<file path="config.mk">
export PLATFORM = sky130hd
export DESIGN_NAME = mac_sat_unit
export DESIGN_NICKNAME = d
export VERILOG_FILES = /design/src/rtl/mac_sat_unit.sv
export SDC_FILE = /design/constraint.sdc
export NUM_CORES = 1
export LEC_CHECK = 0
export BUFFER_PORTS_ARGS = -buffer_cell sky130_fd_sc_hd__clkbuf_2
export CAP_MARGIN = 20
export CORE_MARGIN = 10
export CORE_UTILIZATION = 35
export CTS_BUF_LIST = sky130_fd_sc_hd__clkbuf_16
export CTS_CLUSTER_SIZE = 10
export DETAILED_ROUTE_END_ITERATION = 8
export GPL_TIMING_DRIVEN = 0
export HOLD_SLACK_MARGIN = 0.15
export PLACE_DENSITY = 0.5
export SLEW_MARGIN = 20
export SYNTH_ARGS = -nofsm -noshare
export SYNTH_HDL_FRONTEND = slang
export SYNTH_SLANG_ARGS = --single-unit
</file>
<file path="constraint.sdc">
create_clock -name clk -period 9.8 [get_ports clk]
set_input_delay 2.94 -clock clk [delete_from_list [all_inputs] [get_ports clk]]
set_output_delay 2.94 -clock clk [all_outputs]
set_load 0.005 [all_outputs]
</file>
<file path="src/rtl/mac_sat_unit.sv">
module mac_sat_unit (
  input  logic        clk,
  input  logic        rst_n,
  input  logic        cmd_valid,
  input  logic [2:0]  cmd_op,
  input  logic [1:0]  cmd_idx,
  input  logic [1:0]  cmd_src,
  input  logic [63:0] cmd_data,
  output logic        done,
  output logic [11:0] status,
  input  logic [1:0]  rd_idx,
  output logic [63:0] rd_data
);
  localparam logic [2:0] OP_NOP = 3'd0, OP_LDA = 3'd1, OP_LDS = 3'd2, OP_SATS = 3'd3,
                         OP_SATU = 3'd4, OP_SATF = 3'd5, OP_FLAG = 3'd6, OP_MOVE = 3'd7;
  localparam logic [63:0] LIM_S_POS = 64'h0000_0000_7FFF_FFFF;
  localparam logic [63:0] LIM_S_NEG = 64'hFFFF_FFFF_8000_0000;
  localparam logic [63:0] LIM_F_POS = 64'h0000_7FFF_FFFF_FFFF;
  localparam logic [63:0] LIM_F_NEG = 64'hFFFF_8000_0000_0000;
  localparam logic [63:0] LIM_U_MAX = 64'h0000_FFFF_FFFF_FFFF;
  localparam logic [63:0] U_CUT     = 64'h0020_0000_0000_0000;

  logic [63:0] acc_q [4];
  logic        sat_en_q, su_q, fi_q, v_q, z_q, n_q, ev_q;
  logic [3:0]  pav_q;

  logic [63:0] a, se, src_val, sat_res;
  logic        ovf_s, ovf_u, sat_v, is_sat, ev_now;

  assign a       = acc_q[cmd_idx];
  assign src_val = acc_q[cmd_src];
  assign se      = {{16{a[47]}}, a[47:0]};
  assign ovf_s   = (se != a);
  assign ovf_u   = |a[63:48];
  assign is_sat  = (cmd_op == OP_SATS) || (cmd_op == OP_SATU) || (cmd_op == OP_SATF);
  assign status  = {pav_q, 1'b0, ev_q, n_q, z_q, v_q, fi_q, su_q, sat_en_q};
  assign rd_data = acc_q[rd_idx];

  always_comb begin
    sat_v   = v_q;
    sat_res = a;
    unique case (cmd_op)
      OP_SATS: begin
        sat_v   = v_q | ovf_s;
        sat_res = se;
        if (sat_v && sat_en_q) sat_res = se[63] ? LIM_S_NEG : LIM_S_POS;
      end
      OP_SATU: begin
        sat_v   = v_q | ovf_u;
        sat_res = {16'h0000, a[47:0]};
        if (sat_v && sat_en_q) sat_res = (a > U_CUT) ? 64'd0 : LIM_U_MAX;
      end
      OP_SATF: begin
        sat_v   = v_q | ovf_s;
        sat_res = se;
        if (sat_v && sat_en_q) sat_res = se[63] ? LIM_F_NEG : LIM_F_POS;
      end
      default: ;
    endcase
  end

  always_comb begin
    if (fi_q)      ev_now = !((&a[63:40]) || !(|a[63:40]));
    else if (su_q) ev_now = !((&a[63:32]) || !(|a[63:32]));
    else           ev_now = |a[63:32];
  end

  always_ff @(posedge clk) begin
    if (!rst_n) begin
      for (int i = 0; i < 4; i++) acc_q[i] <= '0;
      {sat_en_q, su_q, fi_q, v_q, z_q, n_q, ev_q} <= '0;
      pav_q <= '0;
      done  <= 1'b0;
    end else begin
      done <= cmd_valid;
      if (cmd_valid) begin
        unique case (cmd_op)
          OP_LDA: acc_q[cmd_idx] <= cmd_data;
          OP_LDS: begin
            {ev_q, n_q, z_q, v_q, fi_q, su_q, sat_en_q} <= cmd_data[6:0];
            pav_q <= cmd_data[11:8];
          end
          OP_SATS, OP_SATU, OP_SATF: begin
            acc_q[cmd_idx] <= sat_res;
            v_q <= sat_v;
            if (sat_v) pav_q[cmd_idx] <= 1'b1;
          end
          OP_FLAG: begin
            if (a == 64'd0) z_q <= 1'b1;
            else if (a[47]) n_q <= 1'b1;
            if (pav_q[cmd_idx]) v_q <= 1'b1;
            if (ev_now) ev_q <= 1'b1;
          end
          OP_MOVE: begin
            acc_q[cmd_idx] <= src_val;
            pav_q[cmd_idx] <= pav_q[cmd_src];
          end
          default: ;
        endcase
      end
    end
  end

  assert_done_follows_R2: assert property (@(posedge clk) disable iff (!rst_n)
    cmd_valid |=> done);
  assert_done_idle_R2: assert property (@(posedge clk) disable iff (!rst_n)
    !cmd_valid |=> !done);
  assert_sat_marks_pav_R4: assert property (@(posedge clk) disable iff (!rst_n)
    (cmd_valid && is_sat) |=> (!v_q || pav_q[$past(cmd_idx)]));
  assert_signed_clamp_R3: assert property (@(posedge clk) disable iff (!rst_n)
    (cmd_valid && cmd_op == OP_SATS && sat_en_q && (v_q || ovf_s)) |=>
    (acc_q[$past(cmd_idx)] == LIM_S_POS || acc_q[$past(cmd_idx)] == LIM_S_NEG));
  assert_unsigned_top_clear_R5: assert property (@(posedge clk) disable iff (!rst_n)
    (cmd_valid && cmd_op == OP_SATU) |=> (acc_q[$past(cmd_idx)][63:48] == 16'h0));
  assert_flags_only_set_R9: assert property (@(posedge clk) disable iff (!rst_n)
    (cmd_valid && cmd_op == OP_FLAG) |=> ((status & $past(status)) == $past(status)));
  assert_move_copies_R10: assert property (@(posedge clk) disable iff (!rst_n)
    (cmd_valid && cmd_op == OP_MOVE) |=> (acc_q[$past(cmd_idx)] == $past(src_val)));
  assert_nop_holds_R11: assert property (@(posedge clk) disable iff (!rst_n)
    (cmd_valid && cmd_op == OP_NOP) |=> $stable(status));
endmodule

</file>
==> results.cfg <==
[status]
status = complete, no violations

[yosys]
yosys_most_used_dff = edfxtp_1
ys_ff_latch = 268
synthAdderAreaFrac = 0
synth.distinct_cells = 49
syn_area_mm2 = 0.0171
synth_top_family_by_area = multiplexers
synthSimpleGateAreaFrac = 0.153
synth_compound_area_frac = 0.0828
synth_fp_nets = 1540
async_flop_share = 0
syn_inst = 1464
avgSynthCellArea_um2 = 11.7
ys_warn_count = 0
synth_edf_count = 256
ys_seq_area_frac = 0.463
synth_mux_area_frac = 0.255
synth-xor-area-share = 0

[timing]
finalSetupViolations = 0
min_period_ps = 8320
relSlewSlack = 0.254
hold_violations = 0
finalCritPeriodShare = 0.849
max_clock_freq_mhz = 120
tightest_slew_ps = 1120
fin_ws_ps = 1480
fin_worst_skew_ps = 13.4
slew_viol_final = 0
holdWs_ps = 495
rsz0062_at_grt = no

[clock_tree]
root_buffer = clkbuf_16
cts-htree-levels = 2
cts_buffer_depth = 3
cts_tree = yes
clk_pin_slew_ps = 50
cts_sinks = 268
cts-buffers-inserted = 35
cts_post_setup_buffers_inserted = 0
clock_latency_ps = 540
cts_hold_buffers = 0
ctsResizeCount = 0

[routing]
firstDrtPassIters = 5
wl_per_cell_um = 28.2
avgViaCountPerCell = 6.08
wirelength_um = 65000
via_count = 14000
ant_nets = 0
drc = 0
drt_iter0_drc = 1596

[die]
die_h_um = 241
start_util = 0.352
rows = 81
core_area_mm2 = 0.0486
fp.dieW_um = 241
die_area_mm2 = 0.0582
boundaryPins = 153

[cells_and_area]
final_common_cell = edfxtp_1
finalNetCount = 1741
drive_above_1_share = 0.274
area_growth_pct = 17.8
post-route-util = 0.415
final_cell_mix = edfxtp_1, mux4_2, nand2_1

[setup_path]
cp_data_required_time_ps = 6860
critPathCaptureType = output pin
cp.arrival_ps = 5380
r2r_slack_ps = 5670
critical_path_class = primary input to output pin
r2r-end = acc_q[1][15]
crit_fanout = 10
startpoint_type = primary input
worstReg2RegStart = acc_q[3][55]
ff2ff_path_depth = 8

[global_route]
grt_usage = 0.222
antenna_found_initial = 1
grt_max_degree = 18
gr-total-overflow = 0
grt_pass1_vias = 14000
grt_first_pass_wirelength_um = 95000

[place]
dpl.hpwl_um = 46200
place_ws_ps = 1430
port_buffers = 145
gp_congestion = 0.870

[power]
p_per_area_mw_per_mm2 = 154
leakagePower_nw = 7.23
peakVddDrop_mv = 0.0812
p_total_mw = 3.11

[job]
drv_cap = 0

[min_path]
hold_path.class = register to register
min-delay-start = ev_q
hold_end = ev_q
min_path_cells = 1
-- stage by stage --
step                instances  area (µm²)  setup TNS (ps)
floorplan                1464       17100               0
global placement         2231       18600        -1461480
detailed placement       2249       19100               0
CTS                      2306       20200               0
global route             2308       20200               0
finish                   2308       20200               0
-- cell usage after synthesis (all sizes together) (9+ instances only) --
| cell type | number | area share |
|---|---|---|
| edfxtp | 256 | 0.45 |
| a21boi | 19 | 0.0083 |
| nand4 | 9 | 0.0033 |
| clkbuf | 80 | 0.018 |
| nor4 | 14 | 0.0055 |
| dfxtp | 12 | 0.014 |
| nor2 | 156 | 0.034 |
| nand2 | 194 | 0.043 |
| a21oi | 145 | 0.043 |
| nor3 | 132 | 0.039 |
| o21ai | 31 | 0.0091 |
| o22ai | 20 | 0.0073 |
| buf | 58 | 0.020 |
| or3 | 50 | 0.018 |
| mux4 | 194 | 0.26 |
| inv | 37 | 0.0081 |
-- flip-flops by register name, summed over array words and instances, names as in the netlist --
signal	count
su_q	1
fi_q	1
done	1
n_q	1
sat_en_q	1
ev_q	1
v_q	1
pav_q	4
z_q	1
acc_q	256
-- final cells by class --
type / count / area (µm²)
diodes: 1 / 2.50
well taps: 622 / 778
multi-input cells: 1021 / 8480
flip-flops and latches: 268 / 7930
plain buffers: 138 / 644
repair buffers: 164 / 1180
inverters: 37 / 139
clock inverters: 20 / 105
fillers: 4663 / 28500
clock buffers: 37 / 926
-- power by group --
part / switching [mW] / leakage [nW] / internal, mW
registers: 0.0444 / 2.73 / 1.32
clock network: 0.505 / 0.544 / 0.699
logic: 0.304 / 3.96 / 0.230
-- logic make-up (layout without fill, tap and decap cells) --
| group | Yosys count | after routing |
|---|---|---|
| AOI/OAI and AO/OA | 243 | 243 |
| buffers and inverters | 175 | 396 |
| DFF | 268 | 268 |
| muxes | 194 | 194 |
| other | 1 | 2 |
| and+or+nand+nor | 583 | 583 |
-- metal layers --
layer / global-route usage / up-vias / wire, µm
met1: 0.292 / 7149 / 26000
met5: 0 / - / 0
met4: 0.0743 / 0 / 2030
met2: 0.364 / 697 / 31200
met3: 0.0404 / 120 / 5790
li1: - / 6066 / -
-- how the worst max path moves through the flow --
stage	from	slack (ps)	to	depth (start not counted)
2_1_floorplan	cmd_idx[1]	350	acc_q[2][0]	7
3_3_place_gp	cmd_idx[1]	-6070	acc_q[2][27]	7
3_5_place_dp	rd_idx[0]	1430	rd_data[9]	4
4_1_cts	rd_idx[0]	1410	rd_data[9]	4
5_1_grt	rd_idx[0]	1370	rd_data[33]	4
6_report	rd_idx[0]	1480	rd_data[33]	4
-- critical path, cell delays in order --
cell and delay, ps:
clkbuf_1 780, buf_1 840, mux4_2 650, clkbuf_2 140
Power figures use the tool's default switching activity.
